**src/rtl/mtx_pkg.sv**
```systemverilog
package mtx_pkg;

  typedef enum logic [1:0] {
    PRE_ONES     = 2'd0,
    PRE_ZEROS    = 2'd1,
    PRE_ZERO_ONE = 2'd2,
    PRE_ONE_ZERO = 2'd3
  } pre_e;

  typedef struct packed {
    pre_e sel;
    logic sync_en;
    logic cmd;
  } frame_cfg_t;

endpackage

```
**src/rtl/mtx_tick.sv**
```systemverilog
module mtx_tick #(
  parameter int DIV_W = 8
) (
  input  logic             clk,
  input  logic             rst_n,
  input  logic             restart,
  input  logic             run,
  input  logic [DIV_W-1:0] div,
  output logic             tick
);

  logic [DIV_W-1:0] cnt_q;
  logic [DIV_W-1:0] cnt_d;

  assign tick = run && (cnt_q == div - 1'b1);

  always_comb begin
    cnt_d = cnt_q;
    if (restart) begin
      cnt_d = '0;
    end else if (run) begin
      cnt_d = tick ? '0 : cnt_q + 1'b1;
    end
  end

  always_ff @(posedge clk or negedge rst_n) begin
    if (!rst_n) begin
      cnt_q <= '0;
    end else begin
      cnt_q <= cnt_d;
    end
  end

endmodule

```
**src/rtl/mtx_level.sv**
```systemverilog
module mtx_level
  import mtx_pkg::*;
#(
  parameter int DATA_W = 8,
  parameter int LEN_W  = 4,
  parameter int N_W    = 6
) (
  input  logic [N_W-1:0]    n,
  input  logic [LEN_W-1:0]  pre_len,
  input  frame_cfg_t        cfg,
  input  logic [DATA_W-1:0] data,
  output logic              level,
  output logic [N_W-1:0]    last_n
);

  localparam int IDX_W = (DATA_W > 1) ? $clog2(DATA_W) : 1;

  logic [N_W-1:0] pre_h;
  logic [N_W-1:0] sfd_h;
  logic [N_W-1:0] m;
  logic [N_W-1:0] d;
  logic [N_W-1:0] d_bit;
  logic [N_W-1:0] k_bit;
  logic           pre_bit;
  logic           sym;

  assign pre_h  = N_W'(pre_len) << 1;
  assign sfd_h  = cfg.sync_en ? N_W'(6) : N_W'(2);
  assign last_n = pre_h + sfd_h + N_W'(2 * DATA_W) - 1'b1;
  assign m      = n - pre_h;
  assign d      = m - sfd_h;
  assign d_bit  = d >> 1;
  assign k_bit  = n >> 1;

  always_comb begin
    unique case (cfg.sel)
      PRE_ONES:     pre_bit = 1'b1;
      PRE_ZEROS:    pre_bit = 1'b0;
      PRE_ZERO_ONE: pre_bit = k_bit[0];
      default:      pre_bit = ~k_bit[0];
    endcase
  end

  always_comb begin
    sym = 1'b1;
    if (n < pre_h) begin
      sym = n[0] ? ~pre_bit : pre_bit;
    end else if (m < sfd_h) begin
      if (cfg.sync_en) begin
        sym = (m < N_W'(3)) ? cfg.cmd : ~cfg.cmd;
      end else begin
        sym = m[0];
      end
    end else begin
      sym = n[0] ? ~data[d_bit[IDX_W-1:0]] : data[d_bit[IDX_W-1:0]];
    end
  end

  assign level = sym;

endmodule

```
**src/rtl/mtx_seq.sv**
```systemverilog
module mtx_seq
  import mtx_pkg::*;
#(
  parameter int DATA_W = 8,
  parameter int LEN_W  = 4,
  parameter int DIV_W  = 8,
  parameter int N_W    = 6
) (
  input  logic              clk,
  input  logic              rst_n,
  input  logic              accept,
  input  logic              tick,
  input  logic [N_W-1:0]    last_n,
  input  logic [DIV_W-1:0]  in_div,
  input  logic [LEN_W-1:0]  in_len,
  input  frame_cfg_t        in_cfg,
  input  logic [DATA_W-1:0] in_data,
  output logic              active,
  output logic [N_W-1:0]    n,
  output logic [DIV_W-1:0]  div_q,
  output logic [LEN_W-1:0]  len_q,
  output frame_cfg_t        cfg_q,
  output logic [DATA_W-1:0] data_q
);

  logic              active_q, active_d;
  logic [N_W-1:0]    n_q, n_d;
  logic [DIV_W-1:0]  div_d;
  logic [LEN_W-1:0]  len_d;
  frame_cfg_t        cfg_d;
  logic [DATA_W-1:0] data_d;

  always_comb begin
    active_d = active_q;
    n_d      = n_q;
    div_d    = div_q;
    len_d    = len_q;
    cfg_d    = cfg_q;
    data_d   = data_q;
    if (accept) begin
      active_d = 1'b1;
      n_d      = '0;
      div_d    = (in_div < DIV_W'(2)) ? DIV_W'(2) : in_div;
      len_d    = in_len;
      cfg_d    = in_cfg;
      data_d   = in_data;
    end else if (active_q && tick) begin
      if (n_q == last_n) begin
        active_d = 1'b0;
        n_d      = '0;
      end else begin
        n_d = n_q + 1'b1;
      end
    end
  end

  always_ff @(posedge clk or negedge rst_n) begin
    if (!rst_n) begin
      active_q <= 1'b0;
      n_q      <= '0;
      div_q    <= DIV_W'(2);
      len_q    <= '0;
      cfg_q    <= '0;
      data_q   <= '0;
    end else begin
      active_q <= active_d;
      n_q      <= n_d;
      div_q    <= div_d;
      len_q    <= len_d;
      cfg_q    <= cfg_d;
      data_q   <= data_d;
    end
  end

  assign active = active_q;
  assign n      = n_q;

endmodule

```
**src/rtl/mtx_framer.sv**
```systemverilog
module mtx_framer
  import mtx_pkg::*;
#(
  parameter int DATA_W = 8,
  parameter int LEN_W  = 4,
  parameter int DIV_W  = 8
) (
  input  logic              clk,
  input  logic              rst_n,
  input  logic [DIV_W-1:0]  cfg_div,
  input  logic [1:0]        cfg_pre_sel,
  input  logic [LEN_W-1:0]  cfg_pre_len,
  input  logic              cfg_sync_en,
  input  logic              cfg_cmd,
  input  logic              cfg_var_sync,
  input  logic              chr_valid,
  input  logic [DATA_W-1:0] chr_data,
  input  logic              chr_cmd,
  output logic              chr_ready,
  output logic              tx_line,
  output logic              busy
);

  localparam int HALVES_MAX = 2 * ((1 << LEN_W) - 1) + 6 + 2 * DATA_W;
  localparam int N_W        = $clog2(HALVES_MAX);

  logic [1:0]        rst_sync_q;
  logic              rst_int_n;
  logic              accept;
  logic              half_tick;
  logic              active;
  logic              level;
  logic [N_W-1:0]    n;
  logic [N_W-1:0]    last_n;
  logic [DIV_W-1:0]  div_q;
  logic [LEN_W-1:0]  len_q;
  frame_cfg_t        cfg_in;
  frame_cfg_t        cfg_q;
  logic [DATA_W-1:0] data_q;

  always_ff @(posedge clk or negedge rst_n) begin
    if (!rst_n) begin
      rst_sync_q <= 2'b00;
    end else begin
      rst_sync_q <= {rst_sync_q[0], 1'b1};
    end
  end
  assign rst_int_n = rst_sync_q[1];

  assign cfg_in.sel     = pre_e'(cfg_pre_sel);
  assign cfg_in.sync_en = cfg_sync_en;
  assign cfg_in.cmd     = cfg_var_sync ? chr_cmd : cfg_cmd;

  assign chr_ready = ~active;
  assign accept    = chr_valid & chr_ready & rst_int_n;

  mtx_tick #(.DIV_W(DIV_W)) i_tick (
    .clk     (clk),
    .rst_n   (rst_int_n),
    .restart (accept),
    .run     (active),
    .div     (div_q),
    .tick    (half_tick)
  );

  mtx_seq #(
    .DATA_W (DATA_W),
    .LEN_W  (LEN_W),
    .DIV_W  (DIV_W),
    .N_W    (N_W)
  ) i_seq (
    .clk     (clk),
    .rst_n   (rst_int_n),
    .accept  (accept),
    .tick    (half_tick),
    .last_n  (last_n),
    .in_div  (cfg_div),
    .in_len  (cfg_pre_len),
    .in_cfg  (cfg_in),
    .in_data (chr_data),
    .active  (active),
    .n       (n),
    .div_q   (div_q),
    .len_q   (len_q),
    .cfg_q   (cfg_q),
    .data_q  (data_q)
  );

  mtx_level #(
    .DATA_W (DATA_W),
    .LEN_W  (LEN_W),
    .N_W    (N_W)
  ) i_level (
    .n       (n),
    .pre_len (len_q),
    .cfg     (cfg_q),
    .data    (data_q),
    .level   (level),
    .last_n  (last_n)
  );

  assign tx_line = active ? level : 1'b1;
  assign busy    = active;

endmodule

```
**config.mk**
```make
export PLATFORM = sky130hd
export DESIGN_NAME = mtx_framer
export DESIGN_NICKNAME = d
export VERILOG_FILES = /design/src/rtl/mtx_pkg.sv /design/src/rtl/mtx_tick.sv /design/src/rtl/mtx_level.sv /design/src/rtl/mtx_seq.sv /design/src/rtl/mtx_framer.sv
export SDC_FILE = /design/constraint.sdc
export NUM_CORES = 1
export LEC_CHECK = 0
export ABC_AREA = 1
export ABC_CLOCK_PERIOD_IN_PS = 2700
export BUFFER_PORTS_ARGS = -buffer_cell sky130_fd_sc_hd__buf_2
export CELL_PAD_IN_SITES_DETAIL_PLACEMENT = 1
export CELL_PAD_IN_SITES_GLOBAL_PLACEMENT = 1
export CORE_UTILIZATION = 38
export DETAILED_ROUTE_END_ITERATION = 12
export GPL_ROUTABILITY_DRIVEN = 0
export PLACE_DENSITY_LB_ADDON = 0.25
export RECOVER_POWER = 50
export SLEW_MARGIN = 20
export SYNTH_ARGS = -nofsm -noshare
export SYNTH_HDL_FRONTEND = slang
export SYNTH_HIERARCHICAL = 1
export SYNTH_SLANG_ARGS = --single-unit
```
**constraint.sdc**
```tcl
create_clock -name clk -period 2.7 [get_ports clk]
set_clock_uncertainty 0.05 [all_clocks]
set_input_delay 0.135 -clock clk [delete_from_list [all_inputs] [get_ports clk]]
set_output_delay 0.135 -clock clk [all_outputs]
set_load 0.02 [all_outputs]
```
==> results of run 1 <==
==> cell families after synthesis <==
| group | after synthesis |
|---|---|
| AOI/OAI and AO/OA | 21 |
| and+or+nand+nor | 264 |
| DFF | 41 |
| other | 2 |
| xor gates and xnor gates | 12 |
| buffers and inverters | 61 |
| adders and majority gates | 12 |
==> metrics by stage <==
step | instance area, µm² | TNS [ns] | setup slack (ns) | power [W]
2_1_floorplan | 2890 | 0 | 0.0295 | 0.00324
3_3_place_gp | 3170 | -0.200 | -0.200 | 0.00379
3_5_place_dp | 3170 | -0.285 | -0.285 | 0.00396
4_1_cts | 3420 | -0.536 | -0.536 | 0.00455
5_1_grt | 3470 | -0.672 | -0.672 | 0.00513
6_report | 3470 | -0.511 | -0.511 | 0.00465
==> cells in the final DEF (no fill, tap or decap), types with 2 or more instances in the layout <==
cell type and count:
nand2_4 2, nor2_4 2, o21ai_0 7, inv_1 40, nand3_2 7, ha_1 9
inv_2 12, buf_2 29, or2_1 4, o21ai_1 2, clkbuf_8 5, xor2_1 7
a21oi_2 2, dfrtp_1 40, a21oi_1 8, nor2_2 7, nor2_1 20, nand2_1 173
nand3_1 22, conb_1 2, fa_1 2, buf_4 16, nand2_2 17, clkinv_2 2
xnor2_1 5, nor3b_1 2, dlygate4sd3_1 13, nand4_1 2
==> area by class of cell <==
class / count / area [µm²]
fill: 980 / 3820
multi-input combinational: 311 / 1620
sequential: 41 / 1030
timing repair buffer: 61 / 415
inverter: 52 / 195
tap: 99 / 124
clock buffer: 5 / 68.8
clock inverter: 3 / 17.5
==> critical path, delay by kind of cell, from the launching register on <==
family	cells	cell delay (ns)
fa+ha+maj	3	1.26
simple gates	8	0.50
buf+inv	6	0.42
flops	1	0.37
compound gates	1	0.17
==> routing by layer <==
| metal | wire, µm | vias to the layer above | GRT usage, % |
|---|---|---|---|
| met5 | 0 | - | 0 |
| met4 | 102 | 0 | 5.05 |
| met3 | 242 | 8 | 3.69 |
| met2 | 3610 | 41 | 36.1 |
| met1 | 3560 | 1266 | 27.3 |
| li1 | - | 1369 | - |
==> registers in the layout (all words and copies together), names as in the netlist <==
signal,flops
i_seq/data_q,8
i_seq/div_q,8
i_tick/cnt_q,8
i_seq/n,6
i_seq/cfg_q,4
i_seq/len_q,4
rst_sync_q,2
i_seq/active,1
==> power groups by stage <==
| stage | clock [W] | combinational, W | sequential (W) |
|---|---|---|---|
| 2_1_floorplan | 0 | 0.00213 | 0.00110 |
| 5_1_grt | 0.000454 | 0.00348 | 0.00120 |
| 6_report | 0.000400 | 0.00310 | 0.00115 |
| 3_3_place_gp | 0 | 0.00265 | 0.00114 |
| 4_1_cts | 0.000424 | 0.00297 | 0.00115 |
| 3_5_place_dp | 0 | 0.00280 | 0.00116 |
==> repair_timing <==
item,4_1_cts,5_1_grt
pin swaps,9,9
setup buffers,2,5
hold buffers,13,0
endpoints found under the hold margin,14,0
endpoints found under the setup margin,1,2
gates resized for setup,6,5
==> how the worst max path moves through the flow <==
stage,end,slack [ns],cells past startpoint
CTS,tx_line,-0.54,18
finish,tx_line,-0.51,18
floorplan,tx_line,0.03,17
global placement,tx_line,-0.20,18
detailed placement,tx_line,-0.28,18
global route,tx_line,-0.67,18
==> run summary, run 1 <==
clock root cell = clkbuf_8
die area = 7950 µm²
failing checks = setup timing
Critical Path Start Type = flip-flop
first-pass GRT wire length = 12,600 µm
max_slew headroom = 30.7%
Cell Count, Final, Fillers Out = 572
drt wl/cell = 13.1 µm
post-synthesis mux area share = 0%
Post-synth EDFFs = 0
Internal = 0.00230 W
Final Net Count = 513
final global-route overflow total = 0
largest family of logic cells by synthesized area = simple AND/OR/NAND/NOR gates
Clk pin slew, worst setup/hold paths = 0.08 ns
Switching Share = 50.6%
WL final = 7520 µm
average size of a mapped cell = 6.99 µm²
reg2reg end = i_seq/n[4]
vias per inst = 4.69
initial DRC count = 71
CP Max Fanout = 3
WHS = 0.0105 ns
Port Buffers = 31
setup ws final = -0.511 ns
VDD IR max = 0.418 mV
DP HPWL = 5610 µm
final setup violation count = 1
Post-Synthesis Cell Area = 2890 µm²
DR DRC count = 0
Primary FF master, synth = dfrtp_1
Clock Power Share = 8.6%
Seq pwr share = 24.7%
fin crit period = 3.21 ns
Post-Synth Adder-Cell Area = 5.72%
Antenna diodes = 0
pwr dens = 1340 nW/µm²
Crit. End Element = output port
synth cell count leaders = nand2_1 (176), inv_1 (43), dfrtp_1 (40)
CP required = 2.52 ns
Worst Hold Class = primary input to flip-flop
DRT Pass-1 Iters = 4
post-synthesis async set-or-reset flop share = 100%
Compound-Gate Fraction of Synth Area = 4.16%
hold depth = 3
largest net degree at the start of global routing = 40
Syn Inst Count = 413
leading area contributor after synthesis = dfrtp_1
Synth Area in XOR/XNOR = 3.64%
CTS HTree Levels = 2
worst-skew pair later-pin latency = 0.29 ns
CTS tree = yes
Register-to-Register Path Depth = 14
I/O pin total = 32
Static Leak = 1.89 nW
Initial Utilization = 39.6%
maximum clock rate = 311 MHz
Yosys cell types = 37
sequential fraction of the synthesis area = 35.6%
hold_sp = cfg_pre_sel[0]
share of post-route cells with drive strength above 1 = 23.5%
row count = 31
status = complete, but fails checks
core area = 7290 µm²
Setup crit start = i_seq/n[1]
clk buf depth = 2
Synth-to-Final Area Change = 20.2%
routed via count = 2,684
Die X = 89.2 µm
flops & latches, synth = 41
kind of critical path = flip-flop to output port
total track usage = 20.9%
worst stage delay on the critical path = 0.58 ns
critical-path cell list = inv_2, ha_4, fa_1, inv_2, fa_1, inv_2, nand3_2, nand2_2, nand2_2, nand2_2, nand2_1, nand3_1, nand2_1, inv_2, a21oi_2, inv_1, nand2_2, buf_6
Slew Viols, Final = 0
Inserted Clock Buffers = 5
sw power = 0.00235 W
top cell type's share of synthesized area = 34.7%
antenna violations before repair = 0
Simple-Gate Fraction of Synth Area = 41.3%
Worst-Margin Slew = 1.04 ns
reg-to-reg slack, setup = 0.26 ns
vias in the first global route = 2,746
RSZ-0062 raised after global routing = true
CP arrival = 3.03 ns
antenna-violating nets left = 0
hold worst-path end = i_seq/cfg_q[2]
Layout Utilization = 47.6%
max-cap violations = 0
Gate power share = 66.7%
final hold vios = 0
clock sink count = 41
count leader, synth = nand2_1
R2R Path Start = i_seq/div_q[1]
Crit-path slowest cell = fa_1
fin crit share = 119%
Yosys warning total = 6
Die Y = 89.2 µm
Inst Count DP = 544
Syn Nets = 454
top cells by area, synth = dfrtp_1 (35%), nand2_1 (23%), inv_1 (5.6%)
(Power assumes the default switching activity.)
==> run 2, diff against run 1 <==
Settings changed: ABC_AREA 1 to unset, CORE_UTILIZATION 38 to 41.
==> run 2 against run 1 <==
  * The run still ends with setup timing left
  * Area after synthesis shrank 9.0%
  * Die area shrank 15%
  * Sequential power is essentially flat
  * Total power shrank 12%
  * Global-route usage is essentially flat
  * Cell area shrank 10%
  * Fmax shrank 2.6%
  * Routed wire length shrank 17%
  * Setup slack lost 0.085 ns
  * Sequential share of layout area grew 3.5 points
  * Combinational power shrank 23%
  * Synthesized cell count shrank 39%
  * Critical path type unchanged
  * Critical endpoint unchanged
  * Largest cell class unchanged
  * Largest power group unchanged
==> run summary, run 2 <==
status = complete, but fails checks
failing checks = setup timing
Port Buffers = 31 (unchanged)
Regs by FF count = i_seq/data_q: 8 flops, i_seq/div_q: 8 flops, i_tick/cnt_q: 8 flops
Die X = 82.0 µm (-8.0%)
Static Leak = 1.37 nW (-27%)
Worst Hold Class = primary input to flip-flop
synth cell count leaders = dfrtp_1 (40), mux2_2 (22), inv_1 (19)
Antenna diodes = 0 (unchanged)
Initial Utilization = 43.3% (+3.7 points)
CP Max Fanout = 2 (-1)
vias per inst = 5.55 (+18%)
row count = 28 (-9.7%)
Slew Viols, Final = 0 (unchanged)
vias in the first global route = 2,189 (-20%)
clk buf depth = 2 (unchanged)
Worst-Margin Slew = 1.01 ns (-0.0342 ns)
antenna-violating nets left = 0 (unchanged)
Synth-to-Final Area Change = 18.3%
CP arrival = 3.11 ns (+0.08 ns)
Yosys cell types = 54 (+46%)
clock sink count = 41 (unchanged)
top cells by area, synth = dfrtp_1 (38%), mux2_2 (9.4%), xnor2_1 (5.0%)
post-synthesis async set-or-reset flop share = 100% (unchanged)
max_slew headroom = 32.9% (+2.3 points)
CTS tree = yes
met3 wire length = 116 µm (-52%)
Primary FF master, synth = dfrtp_1
WL final = 6250 µm (-17%)
worst stage delay on the critical path = 0.53 ns (-0.05 ns)
DP HPWL = 4630 µm (-17%)
most used cell, CP = buf_4
core area = 6060 µm² (-17%)
routed via count = 2,086 (-22%)
Yosys warning total = 6 (unchanged)
Crit-path slowest cell = fa_1
count leader, synth = dfrtp_1
leading area contributor after synthesis = dfrtp_1
DR DRC count = 0 (unchanged)
Critical Path Start Type = flip-flop
worst-skew pair later-pin latency = 0.30 ns (about the same)
Syn Inst Count = 253 (-39%)
routed length on met2 = 3140 µm (-13%)
final hold vios = 0 (unchanged)
Final Net Count = 341 (-34%)
setup ws final = -0.596 ns (-0.0854 ns)
Layout fillers = 687 (-30%)
Syn Nets = 294 (-35%)
top cell type's share of synthesized area = 38.1% (+3.4 points)
fin crit period = 3.30 ns (+0.0854 ns)
final setup violation count = 2 (+1)
flops & latches, synth = 41 (unchanged)
first-pass GRT wire length = 10,500 µm (-17%)
Clk pin slew, worst setup/hold paths = 0.09 ns (about the same)
top layer in use = met4
Post-synth EDFFs = 0 (unchanged)
Die Y = 82.0 µm (-8.0%)
RSZ-0062 raised after global routing = true
drt wl/cell = 16.6 µm (+26%)
final global-route overflow total = 0 (unchanged)
antenna violations before repair = 0 (unchanged)
most frequent cells in the layout = dfrtp_1 (40), buf_2 (29), mux2_2 (22)
max-cap violations = 0 (unchanged)
die area = 6730 µm² (-15%)
DRT Pass-1 Iters = 4 (unchanged)
Fin Setup TNS = -0.606 ns (-0.0951 ns)
CP required = 2.52 ns (about the same)
share of post-route cells with drive strength above 1 = 31.2% (+7.8 points)
VDD IR max = 0.781 mV (+87%)
met1 wire length = 2930 µm (-18%)
Post-Synthesis Cell Area = 2630 µm² (-9.0%)
Inserted Clock Buffers = 5 (unchanged)
Crit. End Element = output port
kind of critical path = flip-flop to output port
largest net degree at the start of global routing = 43 (+7.5%)
initial DRC count = 72 (+1.4%)
critical-path cell list = ha_4, fa_1, inv_2, buf_4, buf_4, ha_1, a221oi_1, nand3_1, a21oi_1, mux2i_1, a21oi_2, nand2b_4, buf_6
placed cell areas = 2950 µm² (-7.0%)
buffer and inverter count on the worst path = 4 (-2)
crit-path leading delay family = adder cells
maximum clock rate = 303 MHz (-2.6%)
sequential fraction of the synthesis area = 39.1% (+3.5 points)
worst slack, placed = -0.340 ns (-0.0554 ns)
I/O pin total = 32 (unchanged)
total track usage = 21.0% (about the same)
pwr dens = 1310 nW/µm² (-2.0%)
CTS HTree Levels = 2 (unchanged)
area of all placed cells without fillers = 3110 µm² (-10%)
commonest non-fill, non-tap cell in the layout = dfrtp_1
clock root cell = clkbuf_8
average size of a mapped cell = 10.4 µm² (+49%)
fin crit share = 122% (+3.2 points)
Layout Utilization = 51.3% (+3.7 points)
run 2: through the flow:
stage	hold WS, ns	std cells	power (W)
4_1_cts	0.00477	376	0.00408
2_1_floorplan	-0.211	253	0.00278
3_3_place_gp	-0.128	365	0.00329
3_5_place_dp	-0.125	365	0.00340
5_1_grt	0.00663	376	0.00439
6_report	0.00991	376	0.00408
run 2: cell type report:
cell class                      instances  area [µm²]  share of cell area (%)
Sequential cell                        41        1030                    33.1
Clock inverter                          3        46.3                    1.49
Clock buffer                            5        68.8                    2.22
Tap cell                               75        93.8                    3.02
Inverter                               19        71.3                    2.30
Timing Repair Buffer                   49         295                    9.50
Multi-Input combinational cell        184        1500                    48.4
run 2: cell families (layout without fill, tap and decap cells):
logic type / Yosys count / count (layout) / share of synthesized area (%)
adders and majority gates: 12 / 12 / 6.29
muxes: 29 / 29 / 13.6
buffers and inverters: 28 / 76 / 4.43
other: 2 / 2 / 0.286
AOI/OAI and AO/OA: 46 / 46 / 13.5
xor gates and xnor gates: 19 / 19 / 6.34
and+or+nand+nor: 76 / 76 / 16.4
DFF: 41 / 41 / 39.1
run 2: path summary, 6_finish.rpt:
kind	startpoint	end	slack, ns	depth (start not counted)
worst max-delay path	i_seq/len_q[0]	tx_line	-0.60	13
worst min-delay path	chr_data[2]	i_seq/data_q[2]	0.01	2
worst max register to register	i_seq/div_q[1]	i_seq/n[3]	-0.01	10
worst min register to register	rst_sync_q[0]	rst_sync_q[1]	0.32	0
max in group asynchronous	rst_sync_q[1]	i_seq/len_q[0]	1.45	1
min in group asynchronous	rst_n	rst_sync_q[0]	0.09	2
run 2: metal layers:
layer,vias to the layer above,GRT usage (%)
li1,1005,-
met1,1045,26.6
met2,29,36.9
met3,7,2.67
met4,0,5.96
met5,-,0
run 2: repair_timing:
action	in CTS	in global routing
endpoints found under the hold margin	2	0
resized for setup	4	3
pin swaps	4	1
gates cloned	0	0
setup endpoints to repair	3	4
buffers inserted	2	0
hold buffers	1	0
run 2: where the power goes:
group / leakage, nW / switching, W / internal, W
registers: 0.487 / 0.000300 / 0.000867
clock network: 0.0543 / 0.000234 / 0.000277
logic: 0.833 / 0.00112 / 0.00129
total: 1.37 / 0.00165 / 0.00243
==> run 3, diff against run 2 <==
Settings changed: CELL_PAD_IN_SITES_GLOBAL_PLACEMENT 1 to 2, CORE_UTILIZATION 41 to 34.
==> run 3 against run 2 <==
  * The run still ends with setup timing left
  * Total power shrank 0.24%
  * Global-route usage shrank 4.1 points
  * Setup slack lost 0.0051 ns
  * Non-clock buffer count grew 1
  * Routed wire length grew 2.3%
  * Clock power shrank 15%
  * Die area grew 20%
==> run summary, run 3 (synthesis results as in run 2) <==
WHS = 0.0129 ns (+0.00295 ns)
VDD IR max = 0.610 mV (-22%)
maximum clock rate = 303 MHz (-0.15%)
Inserted Clock Buffers = 5 (unchanged)
die area = 8080 µm² (+20%)
max-cap violations = 0 (unchanged)
routed via count = 2,109 (+1.1%)
antenna violations before repair = 0 (unchanged)
core area = 7370 µm² (+22%)
Synth-to-Final Area Change = 19.5%
initial DRC count = 27 (-63%)
CP required = 2.52 ns (about the same)
area of all placed cells without fillers = 3140 µm² (+1.0%)
setup ws final = -0.601 ns (-0.00511 ns)
total track usage = 16.9% (-4.1 points)
Die Y = 89.9 µm (+9.6%)
clk buf depth = 2 (unchanged)
Worst Hold Class = primary input to flip-flop
vias per inst = 5.26 (-5.2%)
placed cell areas = 2990 µm² (+1.3%)
most frequent cells in the layout = dfrtp_1 (39), buf_2 (29), mux2_2 (22)
largest net degree at the start of global routing = 40 (-7.0%)
Crit. End Element = output port
fin crit share = 122% (+0.19 points)
DP HPWL = 4790 µm (+3.4%)
pwr dens = 1300 nW/µm² (-1.2%)
antenna-violating nets left = 0 (unchanged)
clock root cell = clkbuf_8
CP arrival = 3.12 ns (about the same)
Initial Utilization = 35.6% (-7.7 points)
CP Max Fanout = 2 (unchanged)
final hold vios = 0 (unchanged)
DR DRC count = 0 (unchanged)
vias in the first global route = 2,173 (-0.73%)
RSZ-0062 raised after global routing = true
Layout Utilization = 42.6% (-8.7 points)
Clk pin slew, worst setup/hold paths = 0.08 ns (about the same)
CTS HTree Levels = 2 (unchanged)
Regs by FF count = i_seq/data_q: 8 flops, i_seq/div_q: 8 flops, i_tick/cnt_q: 8 flops
drt wl/cell = 16.0 µm (-4.0%)
share of post-route cells with drive strength above 1 = 32.1% (+0.89 points)
reg-to-reg slack, setup = 0.17 ns (+0.18 ns)
failing checks = setup timing
WL final = 6400 µm (+2.3%)
CTS tree = yes
Die X = 89.9 µm (+9.6%)
Worst-Margin Slew = 1.01 ns (+0.00528 ns)
Static Leak = 1.37 nW (-0.37%)
final setup violation count = 1 (-1)
Critical Path Start Type = flip-flop
I/O pin total = 32 (unchanged)
Antenna diodes = 0 (unchanged)
DRT Pass-1 Iters = 4 (unchanged)
Port Buffers = 31 (unchanged)
Final Net Count = 342 (+0.29%)
kind of critical path = flip-flop to output port
Slew Viols, Final = 0 (unchanged)
final global-route overflow total = 0 (unchanged)
row count = 31 (+11%)
first-pass GRT wire length = 10,800 µm (+3.5%)
status = complete, but fails checks
Final Total Pwr = 0.00407 W (-0.24%)
clock sink count = 41 (unchanged)
commonest non-fill, non-tap cell in the layout = dfrtp_1
worst-skew pair later-pin latency = 0.30 ns (about the same)
max_slew headroom = 32.6% (-0.35 points)
fin crit period = 3.30 ns (+0.00511 ns)
==> run 3: critical path, stage by stage (launching register included) <==
cell and delay (ns):
dfrtp_1 0.35, inv_1 0.05, ha_2 0.18, fa_1 0.53
inv_2 0.06, fa_1 0.53, mux4_2 0.32, mux2i_2 0.17
xnor2_1 0.14, mux2i_1 0.09, a21oi_1 0.14, nand2b_4 0.14
buf_6 0.11
==> run 3: path summary, 6_finish.rpt <==
| path | start | end | depth (start not counted) |
|---|---|---|---|
| max in group asynchronous | rst_sync_q[1] | i_seq/len_q[2] | 1 |
| hold / removal | chr_data[3] | i_seq/data_q[3] | 2 |
| setup reg to reg | i_seq/div_q[0] | i_seq/n[3] | 10 |
| setup / recovery | i_seq/n[1] | tx_line | 12 |
| hold reg to reg | rst_sync_q[0] | rst_sync_q[1] | 0 |
| min in group asynchronous | rst_n | rst_sync_q[0] | 2 |
==> run 3: timing repair <==
action / CTS / global route
pin swaps: 5 / 2
hold endpoints to repair: 3 / 0
endpoints found under the setup margin: 1 / 2
setup buffers: 3 / 0
resized for setup: 3 / 4
hold buffers: 2 / 0
==> run 3: cell type report <==
class / count / area, µm²
Clock buffer: 6 / 82.6
Clock inverter: 2 / 13.8
Fill cell: 876 / 4230
Inverter: 19 / 71.3
Multi-Input combinational cell: 184 / 1500
Sequential cell: 41 / 1030
Tap cell: 99 / 124
Timing Repair Buffer: 50 / 318
==> run 3: metrics by stage <==
step	instances	worst slack, ns	TNS, ns
after CTS	401	-0.639	-0.639
final	401	-0.601	-0.601
after detailed placement	388	-0.390	-0.390
after global placement	388	-0.318	-0.318
after floorplan	253	-0.178	-0.178
after global routing	401	-0.771	-0.815
==> run 3: layer usage <==
layer | vias to the layer above | GRT usage, % | share of wire, %
li1 | 1010 | - | -
met1 | 1059 | 22.4 | 48
met2 | 33 | 28.4 | 49
met3 | 7 | 2.96 | 2.8
met4 | 0 | 4.44 | 0.98
met5 | - | 0 | 0
==> run 3: power breakdown <==
part	switching, W	internal (W)
sequential	0.000297	0.000866
clock	0.000229	0.000207
combinational	0.00116	0.00132
total	0.00168	0.00239
